File: src/rtl/gpk_pkg.sv
package gpk_pkg;

    // Transaction kinds, in the order a packet walks through them
    typedef enum logic [2:0] {
        K_WHDR,
        K_WFRM,
        K_RZERO,
        K_RHDR,
        K_RFRM
    } txn_kind_t;

    typedef enum logic [2:0] {
        S_IDLE,
        S_SEL,
        S_LAUNCH,
        S_SHIFT,
        S_WAIT
    } seq_state_t;

    // Result of one byte exchange on the bus
    typedef struct packed {
        logic       fin;
        logic [7:0] rx;
    } byte_res_t;

    // Transactions the master drives: every returned byte must be zero
    function automatic logic all_bytes_checked(txn_kind_t k);
        return (k == K_WHDR) || (k == K_WFRM) || (k == K_RZERO);
    endfunction

    // Readiness verdict for one received byte
    function automatic logic byte_ready(txn_kind_t k, logic first, logic [7:0] rx);
        if (all_bytes_checked(k) || first)
            return (rx == 8'h00);
        return 1'b1;
    endfunction

endpackage

File: src/rtl/gpk_byte_shift.sv
module gpk_byte_shift
    import gpk_pkg::*;
#(
    parameter int DIV = 2
) (
    input  logic       clk,
    input  logic       rst,
    input  logic       go,
    input  logic [7:0] tx_byte,
    input  logic       miso,
    output logic       sclk,
    output logic       mosi,
    output byte_res_t  res
);
    localparam int DW = $clog2(DIV + 1);

    logic          active_q;
    logic          sclk_q;
    logic [DW-1:0] div_q;
    logic [2:0]    bit_q;
    logic [7:0]    tx_q;
    logic [7:0]    rx_q;
    logic          fin_q;

    always_ff @(posedge clk) begin
        if (rst) begin
            active_q <= 1'b0;
            sclk_q   <= 1'b0;
            div_q    <= '0;
            bit_q    <= '0;
            tx_q     <= '0;
            rx_q     <= '0;
            fin_q    <= 1'b0;
        end else begin
            fin_q <= 1'b0;
            if (go) begin
                active_q <= 1'b1;
                sclk_q   <= 1'b0;
                div_q    <= '0;
                bit_q    <= '0;
                tx_q     <= tx_byte;
            end else if (active_q) begin
                if (div_q == DW'(DIV - 1)) begin
                    div_q <= '0;
                    if (!sclk_q) begin
                        sclk_q <= 1'b1;
                        rx_q   <= {rx_q[6:0], miso};
                    end else begin
                        sclk_q <= 1'b0;
                        if (bit_q == 3'd7) begin
                            active_q <= 1'b0;
                            fin_q    <= 1'b1;
                        end else begin
                            bit_q <= bit_q + 3'd1;
                            tx_q  <= {tx_q[6:0], 1'b0};
                        end
                    end
                end else begin
                    div_q <= div_q + DW'(1);
                end
            end
        end
    end

    assign sclk    = sclk_q;
    assign mosi    = tx_q[7];
    assign res.fin = fin_q;
    assign res.rx  = rx_q;

endmodule

File: src/rtl/gpk_wait_timer.sv
module gpk_wait_timer #(
    parameter int W = 4
) (
    input  logic         clk,
    input  logic         rst,
    input  logic         load,
    input  logic [W-1:0] value,
    output logic         expired
);
    logic [W-1:0] cnt_q;

    always_ff @(posedge clk) begin
        if (rst)
            cnt_q <= '0;
        else if (load)
            cnt_q <= value;
        else if (cnt_q != '0)
            cnt_q <= cnt_q - W'(1);
    end

    assign expired = (cnt_q == '0);

endmodule

File: src/rtl/gpk_sequencer.sv
module gpk_sequencer
    import gpk_pkg::*;
#(
    parameter int LEN_W     = 16,
    parameter int MTU       = 4,
    parameter int BACKOFF   = 6,
    parameter int GAP       = 2,
    parameter int MAX_RETRY = 2
) (
    input  logic             clk,
    input  logic             rst,
    input  logic             wr_start,
    input  logic [LEN_W-1:0] wr_len,
    output logic [LEN_W-1:0] wr_idx,
    input  logic [7:0]       wr_data,
    input  logic             req_n,
    output logic [LEN_W-1:0] rd_len,
    output logic             rd_len_valid,
    output logic [7:0]       rd_data,
    output logic [LEN_W-1:0] rd_idx,
    output logic             rd_valid,
    output logic             busy,
    output logic             done,
    output logic             err,
    output logic             cs_n,
    output logic             go,
    output logic [7:0]       tx_byte,
    input  byte_res_t        res,
    output logic             tmr_load,
    output logic [$clog2(((BACKOFF > GAP) ? BACKOFF : GAP) + 1)-1:0] tmr_value,
    input  logic             tmr_expired
);
    localparam int GAP_EFF = (GAP < 1) ? 1 : GAP;
    localparam int BO_EFF  = (BACKOFF < 1) ? 1 : BACKOFF;
    localparam int TMR_W   = $clog2(((BACKOFF > GAP) ? BACKOFF : GAP) + 1);
    localparam int RTY_W   = $clog2(MAX_RETRY + 2);

    seq_state_t       state_q;
    txn_kind_t        kind_q;
    logic [LEN_W-1:0] len_q;
    logic [LEN_W-1:0] pos_q;
    logic [LEN_W-1:0] bcnt_q;
    logic [RTY_W-1:0] retry_q;
    logic [7:0]       hdr_lo_q;
    logic             fin_q;
    logic             cs_n_q;
    logic             done_q;
    logic             err_q;
    logic             rdv_q;
    logic             rlv_q;
    logic [7:0]       rdd_q;
    logic [LEN_W-1:0] rdi_q;

    logic [LEN_W-1:0] rem;
    logic [LEN_W-1:0] tlen;
    logic             last_byte;
    logic             ok_byte;
    logic [LEN_W-1:0] new_len;
    logic             tmr_load_c;
    logic [TMR_W-1:0] tmr_value_c;

    // Bytes in the current transaction
    always_comb begin
        rem = len_q - pos_q;
        unique case (kind_q)
            K_WHDR, K_RZERO: tlen = LEN_W'(2);
            K_RHDR:          tlen = LEN_W'(3);
            K_WFRM:          tlen = (rem > LEN_W'(MTU)) ? LEN_W'(MTU) : rem;
            default:         tlen = LEN_W'(1) +
                                    ((rem > LEN_W'(MTU - 1)) ? LEN_W'(MTU - 1) : rem);
        endcase
    end

    // Outgoing byte
    always_comb begin
        unique case (kind_q)
            K_WHDR:  tx_byte = (bcnt_q == '0) ? len_q[7:0] : len_q[15:8];
            K_WFRM:  tx_byte = wr_data;
            default: tx_byte = 8'h00;
        endcase
    end

    assign wr_idx    = pos_q + bcnt_q;
    assign go        = (state_q == S_LAUNCH);
    assign last_byte = (bcnt_q == tlen - LEN_W'(1));
    assign ok_byte   = byte_ready(kind_q, bcnt_q == '0, res.rx);
    assign new_len   = {res.rx, hdr_lo_q};

    // Timer control
    always_comb begin
        tmr_load_c  = 1'b0;
        tmr_value_c = TMR_W'(GAP_EFF);
        if (state_q == S_SHIFT && res.fin) begin
            tmr_load_c = 1'b1;
            if (!ok_byte && retry_q != RTY_W'(MAX_RETRY))
                tmr_value_c = TMR_W'(BO_EFF);
        end
    end

    always_ff @(posedge clk) begin
        if (rst) begin
            state_q  <= S_IDLE;
            kind_q   <= K_WHDR;
            len_q    <= '0;
            pos_q    <= '0;
            bcnt_q   <= '0;
            retry_q  <= '0;
            hdr_lo_q <= '0;
            fin_q    <= 1'b0;
            cs_n_q   <= 1'b1;
            done_q   <= 1'b0;
            err_q    <= 1'b0;
            rdv_q    <= 1'b0;
            rlv_q    <= 1'b0;
            rdd_q    <= '0;
            rdi_q    <= '0;
        end else begin
            done_q <= 1'b0;
            err_q  <= 1'b0;
            rdv_q  <= 1'b0;
            rlv_q  <= 1'b0;
            unique case (state_q)
                S_IDLE: begin
                    retry_q <= '0;
                    pos_q   <= '0;
                    fin_q   <= 1'b0;
                    if (wr_start) begin
                        len_q   <= wr_len;
                        kind_q  <= K_WHDR;
                        state_q <= S_SEL;
                    end else if (!req_n) begin
                        len_q   <= '0;
                        kind_q  <= K_RZERO;
                        state_q <= S_SEL;
                    end
                end
                S_SEL: begin
                    cs_n_q  <= 1'b0;
                    bcnt_q  <= '0;
                    state_q <= S_LAUNCH;
                end
                S_LAUNCH: state_q <= S_SHIFT;
                S_SHIFT: begin
                    if (res.fin) begin
                        if (!ok_byte) begin
                            cs_n_q  <= 1'b1;
                            state_q <= S_WAIT;
                            if (retry_q == RTY_W'(MAX_RETRY)) begin
                                err_q <= 1'b1;
                                fin_q <= 1'b1;
                            end else begin
                                retry_q <= retry_q + RTY_W'(1);
                            end
                        end else begin
                            if (kind_q == K_RFRM && bcnt_q != '0) begin
                                rdv_q <= 1'b1;
                                rdd_q <= res.rx;
                                rdi_q <= pos_q + bcnt_q - LEN_W'(1);
                            end
                            if (kind_q == K_RHDR && bcnt_q == LEN_W'(1))
                                hdr_lo_q <= res.rx;
                            if (last_byte) begin
                                cs_n_q  <= 1'b1;
                                retry_q <= '0;
                                state_q <= S_WAIT;
                                unique case (kind_q)
                                    K_WHDR: begin
                                        if (len_q == '0) begin
                                            fin_q  <= 1'b1;
                                            done_q <= 1'b1;
                                        end else begin
                                            kind_q <= K_WFRM;
                                        end
                                    end
                                    K_WFRM: begin
                                        if (pos_q + tlen >= len_q) begin
                                            fin_q  <= 1'b1;
                                            done_q <= 1'b1;
                                        end else begin
                                            pos_q <= pos_q + tlen;
                                        end
                                    end
                                    K_RZERO: kind_q <= K_RHDR;
                                    K_RHDR: begin
                                        len_q <= new_len;
                                        rlv_q <= 1'b1;
                                        if (new_len == '0) begin
                                            fin_q  <= 1'b1;
                                            done_q <= 1'b1;
                                        end else begin
                                            kind_q <= K_RFRM;
                                        end
                                    end
                                    default: begin
                                        if (pos_q + tlen - LEN_W'(1) >= len_q) begin
                                            fin_q  <= 1'b1;
                                            done_q <= 1'b1;
                                        end else begin
                                            pos_q <= pos_q + tlen - LEN_W'(1);
                                        end
                                    end
                                endcase
                            end else begin
                                bcnt_q  <= bcnt_q + LEN_W'(1);
                                state_q <= S_LAUNCH;
                            end
                        end
                    end
                end
                default: begin
                    if (tmr_expired)
                        state_q <= fin_q ? S_IDLE : S_SEL;
                end
            endcase
        end
    end

    assign tmr_load     = tmr_load_c;
    assign tmr_value    = tmr_value_c;
    assign cs_n         = cs_n_q;
    assign busy         = (state_q != S_IDLE);
    assign done         = done_q;
    assign err          = err_q;
    assign rd_valid     = rdv_q;
    assign rd_len_valid = rlv_q;
    assign rd_data      = rdd_q;
    assign rd_idx       = rdi_q;
    assign rd_len       = len_q;

endmodule

File: src/rtl/gpk_spi_master.sv
module gpk_spi_master
    import gpk_pkg::*;
#(
    parameter int LEN_W     = 16,
    parameter int MTU       = 4,
    parameter int DIV       = 2,
    parameter int BACKOFF   = 6,
    parameter int GAP       = 2,
    parameter int MAX_RETRY = 2
) (
    input  logic             clk,
    input  logic             rst,
    input  logic             wr_start,
    input  logic [LEN_W-1:0] wr_len,
    output logic [LEN_W-1:0] wr_idx,
    input  logic [7:0]       wr_data,
    input  logic             req_n,
    output logic [LEN_W-1:0] rd_len,
    output logic             rd_len_valid,
    output logic [7:0]       rd_data,
    output logic [LEN_W-1:0] rd_idx,
    output logic             rd_valid,
    output logic             busy,
    output logic             done,
    output logic             err,
    output logic             sclk,
    output logic             mosi,
    input  logic             miso,
    output logic             cs_n
);
    localparam int TMR_W = $clog2(((BACKOFF > GAP) ? BACKOFF : GAP) + 1);

    logic             go;
    logic [7:0]       tx_byte;
    byte_res_t        res;
    logic             tmr_load;
    logic [TMR_W-1:0] tmr_value;
    logic             tmr_expired;

    gpk_sequencer #(
        .LEN_W(LEN_W), .MTU(MTU), .BACKOFF(BACKOFF), .GAP(GAP), .MAX_RETRY(MAX_RETRY)
    ) seq_i (
        .clk(clk), .rst(rst),
        .wr_start(wr_start), .wr_len(wr_len), .wr_idx(wr_idx), .wr_data(wr_data),
        .req_n(req_n),
        .rd_len(rd_len), .rd_len_valid(rd_len_valid), .rd_data(rd_data),
        .rd_idx(rd_idx), .rd_valid(rd_valid),
        .busy(busy), .done(done), .err(err), .cs_n(cs_n),
        .go(go), .tx_byte(tx_byte), .res(res),
        .tmr_load(tmr_load), .tmr_value(tmr_value), .tmr_expired(tmr_expired)
    );

    gpk_byte_shift #(.DIV(DIV)) shift_i (
        .clk(clk), .rst(rst), .go(go), .tx_byte(tx_byte), .miso(miso),
        .sclk(sclk), .mosi(mosi), .res(res)
    );

    gpk_wait_timer #(.W(TMR_W)) tmr_i (
        .clk(clk), .rst(rst), .load(tmr_load), .value(tmr_value), .expired(tmr_expired)
    );

endmodule

File: config.mk
export PLATFORM = sky130hd
export DESIGN_NAME = gpk_spi_master
export DESIGN_NICKNAME = d
export VERILOG_FILES = /design/src/rtl/gpk_pkg.sv /design/src/rtl/gpk_byte_shift.sv /design/src/rtl/gpk_wait_timer.sv /design/src/rtl/gpk_sequencer.sv /design/src/rtl/gpk_spi_master.sv
export SDC_FILE = /design/constraint.sdc
export NUM_CORES = 1
export LEC_CHECK = 0
export CORE_MARGIN = 2
export CORE_UTILIZATION = 55
export CTS_CLUSTER_DIAMETER = 80
export DETAILED_ROUTE_END_ITERATION = 8
export GPL_ROUTABILITY_DRIVEN = 0
export GPL_TIMING_DRIVEN = 1
export PLACE_DENSITY = 0.77
export SLEW_MARGIN = 10
export SYNTH_ARGS = -nofsm -noshare
export SYNTH_HDL_FRONTEND = slang
export SYNTH_SLANG_ARGS = --single-unit
File: constraint.sdc
create_clock -name clk -period 20.6 [get_ports clk]
set_clock_uncertainty 0.1 [all_clocks]
set_input_delay 3.09 -clock clk [delete_from_list [all_inputs] [get_ports clk]]
set_output_delay 3.09 -clock clk [all_outputs]
set_load 0.005 [all_outputs]
# Word level (Yosys, flattened, before mapping)
# Index checks and enable logic that the tools add are counted.
[word_totals]
regBits = 121
output_inout_bits = 64
memories = 0
latchBits = 0
mem_bits_rw = 0
rom_bits = 0
word_cells = 216
[classes]
reduce_logical = 46
n_mux = 88
addsub = 12
multipliers = 0
shift = 0
n_bitwise = 9
n_eq_ne = 34
n_div = 0
n_lt_le_gt_ge = 4
[op_table]
columns = ["op", "count"]
rows = [
  ["$mux W16", 16],
  ["$pmux W16 S2", 4],
  ["$mux W3", 17],
  ["$logic_not A16 Y1", 3],
  ["$mux W8", 6],
  ["$pmux W16 S3", 1],
  ["$sub A16 B1 Y16 const B", 3],
  ["$add A16 B16 Y16", 2],
  ["$ge A16 B16 Y1", 2],
  ["$mux W1", 30],
  ["$reduce_and A4 Y1", 7],
  ["$add A1 B16 Y16 const A", 1],
  ["$add A16 B1 Y16 const B", 1],
  ["$eq A16 B1 Y1 const B", 1],
  ["$eq A16 B16 Y1", 1],
  ["$gt A16 B2 Y1 const B", 1],
  ["$gt A16 B3 Y1 const B", 1],
  ["$pmux W8 S2", 1],
  ["$reduce_bool A16 Y1", 1],
  ["$sub A16 B16 Y16", 1],
  ["$ne A3 B3 Y1 const B", 5],
  ["$eq A3 B2 Y1 const B", 4],
  ["$ne A3 B2 Y1 const B", 4],
  ["$ne A4 B4 Y1 const B", 3],
  ["37 further kinds", 77],
]

# Logic depth before layout (Yosys ltp)
# Gate-level depths: netlist (run 1).
[depth]
word_depth = 14
ltp_mapped = 40

# Hierarchy
# A second synthesis (run 1) with hierarchy kept.
[unflattened]
cells_unflattened = 1266
area_unflattened_um2 = 9853.2
[modules_own_cells]
columns = ["module", "seq_area_each_um2", "area_each_um2", "cells_each", "n_inst"]
rows = [
  ["gpk_sequencer", 1881.8, 8605.8, 1121, 1],
  ["gpk_byte_shift", 480.5, 1041.0, 123, 1],
  ["gpk_wait_timer", 60.1, 206.4, 22, 1],
]

# Worst setup path after synthesis (run 1)
# OpenSTA, ideal clock, no wires.
[synth_path]
path_kind = "register to register"
from = "register seq_i.len_q[0] (netlist: seq_i.rd_len[0])"
to = "register seq_i.pos_q[1]"
t_required_ps = 20430
t_arrival_ps = 8427
path_slack_ps = 12003
path_buffers = 2
stages_incl_launch_ff = 38
path_cell_list = "dfxtp_1 -> inv_1 -> ha_1 -> inv_1 -> fa_1 -> a211oi_1 -> o21bai_1 -> a21oi_1 -> or4_1 -> or2_0 -> a2111oi_0 -> and4b_1 -> or2b_1 -> ha_1 -> nor2_1 -> a21oi_1 -> fa_1 -> xnor2_1 -> [... 2 more ...] -> or3b_2 -> nor3_1 -> o211ai_1 -> a21o_1 -> or3_1 -> nor3_1 -> xor2_1 -> ha_1 -> o21ai_0 -> o31ai_1 -> inv_1 -> nand2_1 -> a21oi_1 -> o22ai_1 -> clkbuf_1 -> clkbuf_1 -> nand2_1 -> a21oi_1"
[synth_via]
elab_chain_len = 13
word_cells_on_any_way = 24
[synth_rtl]
columns = ["element", "line", "source"]
rows = [
  ["start, declared", "gpk_sequencer.sv:40", "logic [LEN_W-1:0] len_q;"],
  ["start signal, assigned", "gpk_sequencer.sv:128", "len_q <= wr_len;"],
  ["start signal, assigned", "gpk_sequencer.sv:185", "len_q <= new_len;"],
  ["branches (longest 13 deep; another with $sub A16 B16 Y16)", "-", ""],
  ["end signal, assigned", "gpk_sequencer.sv:180", "pos_q <= pos_q + tlen;"],
  ["end signal, assigned", "gpk_sequencer.sv:199", "pos_q <= pos_q + tlen - LEN_W'(1);"],
  ["end, declared", "gpk_sequencer.sv:41", "logic [LEN_W-1:0] pos_q;"],
]
# Several ways; the timed one is not identified. The select of a mux whose other input is x is not followed.
# A chain may end at the register's enable or synchronous reset.

# Worst setup path after layout (run 1)
[layout_path]
from = "register seq_i.pos_q[0]"
to = "register seq_i.pos_q[2]"
[layout_via]
elab_chain_len = 13
word_cells_on_any_way = 24
[layout_rtl]
columns = ["element"]
rows = [
  ["branches (longest 13 deep; another with $sub A16 B16 Y16)"],
]
# Several ways; the timed one is not identified. The select of a mux whose other input is x is not followed.

==> results of run 1 <==
-- layer usage --
| metal | vias up | GRT usage | share of wire |
|---|---|---|---|
| li1 | 4377 | - | - |
| met1 | 4177 | 0.3826 | 0.45 |
| met2 | 337 | 0.4818 | 0.46 |
| met3 | 64 | 0.05329 | 0.067 |
| met4 | 0 | 0.1064 | 0.028 |
| met5 | - | 0 | 0 |
-- per-stage QoR --
stage / instance area (um2) / total power [uW] / hold slack [ns] / std cells
4_1_cts: 10980 / 838.9 / 0.3325 / 1498
3_3_place_gp: 10360 / 517.3 / 0.3167 / 1467
5_1_grt: 10980 / 879.7 / 0.3634 / 1498
6_report: 10980 / 839.2 / 0.3328 / 1498
2_1_floorplan: 9319 / 451.6 / 0.3100 / 1199
3_5_place_dp: 10360 / 521.5 / 0.3235 / 1467
-- power breakdown --
part,total [uW],switching [uW],internal [uW]
registers,271,23.7,247
logic,252,143,109
clock network,316,114,202
-- cells in the final DEF (no fill, tap or decap), types with 9 or more instances in the layout --
| cell | instances |
|---|---|
| o21ai_0 | 38 |
| ha_1 | 91 |
| xnor2_1 | 69 |
| a21oi_1 | 95 |
| nor2_1 | 141 |
| nor4_1 | 14 |
| clkdlybuf4s50_1 | 91 |
| clkbuf_16 | 17 |
| and3_1 | 12 |
| mux2i_1 | 27 |
| or3_1 | 22 |
| conb_1 | 14 |
| dfxtp_1 | 121 |
| nor3_1 | 28 |
| a211oi_1 | 37 |
| nand3_1 | 26 |
| a311oi_2 | 14 |
| a21o_1 | 16 |
| nand2_1 | 132 |
| nand2b_1 | 16 |
| nor2b_1 | 9 |
| inv_1 | 66 |
| xor2_1 | 26 |
-- synth_stat cells (3+ instances only) --
cell,instances,share of area
a21boi_0,4,0.0032
nand4_1,8,0.0054
o211ai_1,6,0.0049
and3_1,12,0.0081
a21o_1,16,0.013
or4_1,8,0.0065
o21a_1,6,0.0049
dfxtp_1,121,0.26
a31oi_1,8,0.0054
a211oi_1,37,0.030
or3_1,22,0.015
a311oi_2,14,0.023
a21oi_1,95,0.051
nand2_1,132,0.053
buf_2,4,0.0022
nor2b_1,9,0.0061
a311oi_1,6,0.0057
fa_1,3,0.0065
buf_1,3,0.0012
clkbuf_1,41,0.017
nand2b_1,16,0.011
or3b_2,3,0.0028
nand3_1,26,0.014
nor2_1,142,0.057
o21bai_1,8,0.0065
o21ai_0,38,0.021
xnor2_1,69,0.065
o31ai_1,6,0.0049
nor4b_1,3,0.0028
nor3_1,28,0.015
nand3b_1,4,0.0032
inv_1,66,0.027
a31o_2,5,0.0047
a2111oi_0,7,0.0066
xor2_1,26,0.025
nor4_1,14,0.0094
mux2i_1,27,0.029
a41o_1,3,0.0032
ha_1,91,0.12
-- area by class of cell --
class | count | area (um2) | share of cell area
multi-input cells | 960 | 6444 | 0.5866
flip-flops and latches | 121 | 2422 | 0.2205
repair buffers | 99 | 970.9 | 0.08839
clock inverters | 14 | 195.2 | 0.01777
well taps | 220 | 275.3 | 0.02506
clock buffers | 17 | 425.4 | 0.03873
inverters | 67 | 251.5 | 0.02290
-- sequential cells by signal (all words and copies together), names as in the netlist, 2 cells and up --
name / cells
shift_i.div_q: 2
shift_i.rx_q: 8
seq_i.rd_data: 8
shift_i.bit_q: 3
seq_i.rd_len: 16
tmr_i.cnt_q: 3
seq_i.pos_q: 16
seq_i.bcnt_q: 16
shift_i.tx_q: 8
seq_i.hdr_lo_q: 8
seq_i.state_q: 3
seq_i.retry_q: 2
seq_i.rd_idx: 16
seq_i.kind_q: 3
-- logic make-up after synthesis --
family                   Yosys count  share of synthesized area
AO/OA/AOI/OAI                    284                     0.2122
multiplexers                      29                    0.03158
XOR/XNOR                          95                    0.08976
flip-flops                       121                     0.2613
AND/OR/NAND/NOR                  444                     0.2251
adder cells (fa/ha/maj)           94                     0.1293
other                              1                  0.0004045
buffers and inverters            118                    0.05034
-- worst paths after layout --
check / from / slack [ns] / endpoint / depth (start not counted)
setup reg to reg: seq_i.pos_q[0] / 10.69 / seq_i.pos_q[2] / 34
hold / removal: shift_i.div_q[1] / 0.33 / shift_i.div_q[1] / 2
hold reg to reg: shift_i.div_q[1] / 0.33 / shift_i.div_q[1] / 2
setup / recovery: seq_i.pos_q[0] / 10.69 / seq_i.pos_q[2] / 34
-- worst min-delay path, cell delays in order (launching register included) --
cell and delay (ns):
dfxtp_1 0.31, nand2_1 0.05, nor2_1 0.03
==> flow_metrics.py, run 1 <==
metrics = {
    "status": {
        "status": "completed",
    },
    "routing": {
        "drt-wirelength-per-cell_um": 17.58,
        "avgViaCountPerCell": 5.978,
        "routed_wl_um": 26330,
        "dr.first_iter.drc_count": 665,
        "num_vias": 8955,
        "drc": 0,
        "drtPass1Iterations": 5,
        "antenna_left": 0,
    },
    "power_and_ir_drop": {
        "p_leak_uw": 0.004407,
        "cellPowerDensity_nw_per_um2": 76.40,
        "irDropWorstVdd_uv": 59.57,
    },
    "clocking": {
        "htree_levels": 4,
        "ctsResizeCount": 0,
        "clock_path_buffers": 2,
        "clock_latency_ns": 0.43,
        "numCtsBuffers": 17,
        "ctsHoldBuffers": 0,
        "cts_root_buf": "clkbuf_16",
        "cts_tree": "yes",
        "post_cts_buffers": 0,
        "numClockSinks": 121,
        "clkSlewWorstSetupHoldPaths_ns": 0.06,
    },
    "timing": {
        "finalCriticalPeriod_ns": 9.907,
        "rsz0062_at_grt": "false",
        "setup_violations": 0,
        "worst_slack_ns": 10.69,
        "period_share": 0.4809,
        "slew_violations": 0,
        "fmax_mhz": 100.9,
        "fin_tns_setup_ns": 0,
        "worst_pin_slew_ns": 1.070,
        "relSlewSlack": 0.2864,
        "timing_hold_violations_final": 0,
    },
    "critical_path": {
        "cp-start-kind": "flop",
        "criticalPathCategory": "flop to flop",
        "max_stage_delay_ns": 0.85,
        "cp-end-kind": "flop",
        "worst-path-max-fanout": 30,
        "cp_common_cell": "a21oi_1",
        "cpLargestDelayFamily": "simple AND/OR/NAND/NOR gates",
        "worstPathRequired_ns": 20.77,
        "crit_buf_inv": 2,
        "crit_path_top_delay_cell": "o22ai_2",
        "crit_arrival_ns": 10.08,
    },
    "yosys": {
        "synth-seq-cells": 121,
        "synth_cell_types": 75,
        "synth_ff_type": "dfxtp_1",
        "avgSynthCellArea_um2": 7.816,
        "synth-edff-count": 0,
        "synthCells": 1186,
        "netlist_area_um2": 9270,
        "async_reset_ff_frac": 0,
        "seq_area_frac_synth": 0.2613,
        "yosysWarnings": 0,
    },
    "global_route": {
        "antenna_found_initial": 0,
        "grt_start_max_net_pins": 61,
        "grt-ovfl-total": 0,
        "grt_pass1_wl_um": 41640,
        "first_global_vias": 8175,
        "grt_use_total": 0.2920,
    },
    "final_layout": {
        "drive_gt1_frac": 0.05712,
        "antenna_cells": 0,
        "fin_nets": 1389,
        "finish.utilization": 0.6647,
        "syn_to_final_growth_pct": 18.49,
        "nFillCells": 1402,
    },
    "placement": {
        "portBuffers": 92,
        "dp_hpwl_um": 19590,
        "post-place-ws_ns": 10.91,
    },
    "floorplanning": {
        "rows": 47,
        "die_w_um": 133.8,
        "ioPinCount": 93,
        "initial_core_util": 0.5610,
        "fp.coreArea_um2": 16520,
        "die_h_um": 133.8,
        "die-area_um2": 17910,
    },
    "worst_hold_path": {
        "min_path_type": "flop to flop",
    },
    "run": {
        "maxCapViolations": 0,
    },
}
(Power assumes the default switching activity.)
==> run 2, diff against run 1 <==
- clock period: 20.6 -> 9.69 ns (I/O delays scaled with it)
==> run 2 against run 1 <==
Net effect: cell count is 1.2% higher; sequential share of layout area is 0.35 points lower; flip-flop and latch count stayed put; non-clock buffer count is 16 higher; register-to-register slack worse by 10 ns; die area stayed put; combinational power is 130% higher; critical path type unchanged; critical endpoint is now seq_i.pos_q[5].
==> flow_metrics.py, run 2 (synthesis results as in run 1) <==
metrics = {
    "final_layout": {
        "fin_nets": 1406,
        "antenna_cells": 0,
        "finish.utilization": 0.6754,
        "layout_common_cells": "141 x nor2_1, 132 x nand2_1, 121 x dfxtp_1",
        "syn_to_final_growth_pct": 20.39,
        "drive_gt1_frac": 0.07562,
        "final_common_cell": "nor2_1",
    },
    "clocking": {
        "numCtsBuffers": 17,
        "cts_tree": "yes",
        "cts_root_buf": "clkbuf_16",
        "htree_levels": 4,
        "clock_latency_ns": 0.43,
        "clock_path_buffers": 2,
        "clkSlewWorstSetupHoldPaths_ns": 0.07,
        "numClockSinks": 121,
    },
    "critical_path": {
        "cp-start-kind": "flop",
        "crit_arrival_ns": 9.50,
        "cp_common_cell": "ha_1",
        "crit_path_start": "seq_i.pos_q[0]",
        "max_stage_delay_ns": 0.59,
        "criticalPathCategory": "flop to flop",
        "cp-end-kind": "flop",
        "worst-path-max-fanout": 15,
        "crit_path_top_delay_cell": "or3b_2",
        "reg2reg_from": "seq_i.pos_q[0]",
        "worstPathRequired_ns": 9.94,
    },
    "global_route": {
        "grt_use_total": 0.3116,
        "antenna_found_initial": 1,
        "grt_start_max_net_pins": 63,
        "grt_pass1_wl_um": 44280,
        "grt-ovfl-total": 0,
        "first_global_vias": 8628,
    },
    "floorplanning": {
        "fp.coreArea_um2": 16520,
        "initial_core_util": 0.5610,
        "die_w_um": 133.8,
        "ioPinCount": 93,
        "die-area_um2": 17910,
        "die_h_um": 133.8,
        "rows": 47,
    },
    "worst_hold_path": {
        "hold_path_startpoint": "shift_i.div_q[1]",
        "min_path_type": "flop to flop",
    },
    "power_and_ir_drop": {
        "cellPowerDensity_nw_per_um2": 161.3,
        "p_leak_uw": 0.004493,
        "irDropWorstVdd_uv": 126.6,
        "power_uw": 1800,
    },
    "timing": {
        "setup_violations": 0,
        "finalCriticalPeriod_ns": 9.251,
        "relSlewSlack": 0.2850,
        "worst_slack_ns": 0.4386,
        "period_share": 0.9547,
        "worst_pin_slew_ns": 1.068,
        "slew_violations": 0,
        "fmax_mhz": 108.1,
        "timing_hold_violations_final": 0,
    },
    "routing": {
        "drt-wirelength-per-cell_um": 18.67,
        "antenna_left": 0,
        "drtPass1Iterations": 7,
        "dr.first_iter.drc_count": 679,
        "num_vias": 9195,
        "drc": 0,
        "avgViaCountPerCell": 6.065,
        "routed_wl_um": 28310,
    },
    "run": {
        "maxCapViolations": 0,
    },
    "placement": {
        "dp_hpwl_um": 20690,
        "post-place-ws_ns": 0.02366,
        "portBuffers": 92,
    },
    "status": {
        "status": "completed",
    },
}
## run 2: cell types whose count changed in the layout (fill, tap and decap cells not counted), sizes merged
cell      change
buf          +16
bufinv        -2
inv           +2
clkbuf        +1
clkinv        +1
clkinvlp      -1
o22ai         +1
## run 2: repair_timing
item                                    in CTS  in global routing
pin swaps                                    0                  2
endpoints found under the setup margin      14                 18
hold buffers                                 0                  0
cloned                                       0                  1
setup buffers                                0                  2
gates resized for setup                      1                 12
## run 2: metrics by stage
step                setup TNS [ns]  hold slack [ns]  instance area (um2)  instances
CTS                              0           0.3331                11070       1513
floorplan                        0           0.3100                 9319       1199
global placement                 0           0.3218                10470       1481
detailed placement               0           0.3244                10470       1481
finish                           0           0.3331                11160       1516
global route               -0.5255           0.3705                11160       1516
## run 2: per-layer routing
layer | track usage | vias up | share of wire
met5 | 0 | - | 0
li1 | - | 4403 | -
met4 | 0.1525 | 0 | 0.049
met3 | 0.05782 | 91 | 0.082
met2 | 0.5088 | 438 | 0.46
met1 | 0.3965 | 4263 | 0.41
## run 2: layout make-up
class                           instances  area [um2]
Clock buffer                           18       429.2
Clock inverter                         14       166.4
Timing Repair Buffer                  115        1091
Fill cell                            1397        5364
Inverter                               67       251.5
Tap cell                              220       275.3
Sequential cell                       121        2422
Multi-Input combinational cell        961        6525
## run 2: worst paths after layout
path,end,slack [ns],depth (start not counted)
worst max-delay path,seq_i.pos_q[5],0.44,36
worst min-delay path,shift_i.div_q[1],0.33,2
worst min register to register,shift_i.div_q[1],0.33,2
worst max register to register,seq_i.pos_q[5],0.44,36
## run 2: worst max-delay path: cells and delay by family, from the launching register on
family          cells  cell delay (ns)
compound gates     14             3.06
fa+ha+maj           5             1.66
simple gates       11             3.05
buf+inv             3             0.33
xor+xnor            3             0.51
flops               1             0.46
## run 2: power breakdown
part           switching, uW  internal [uW]
Combinational            339            247
Clock                    265            386
Sequential              37.8            526
Total                    642           1160
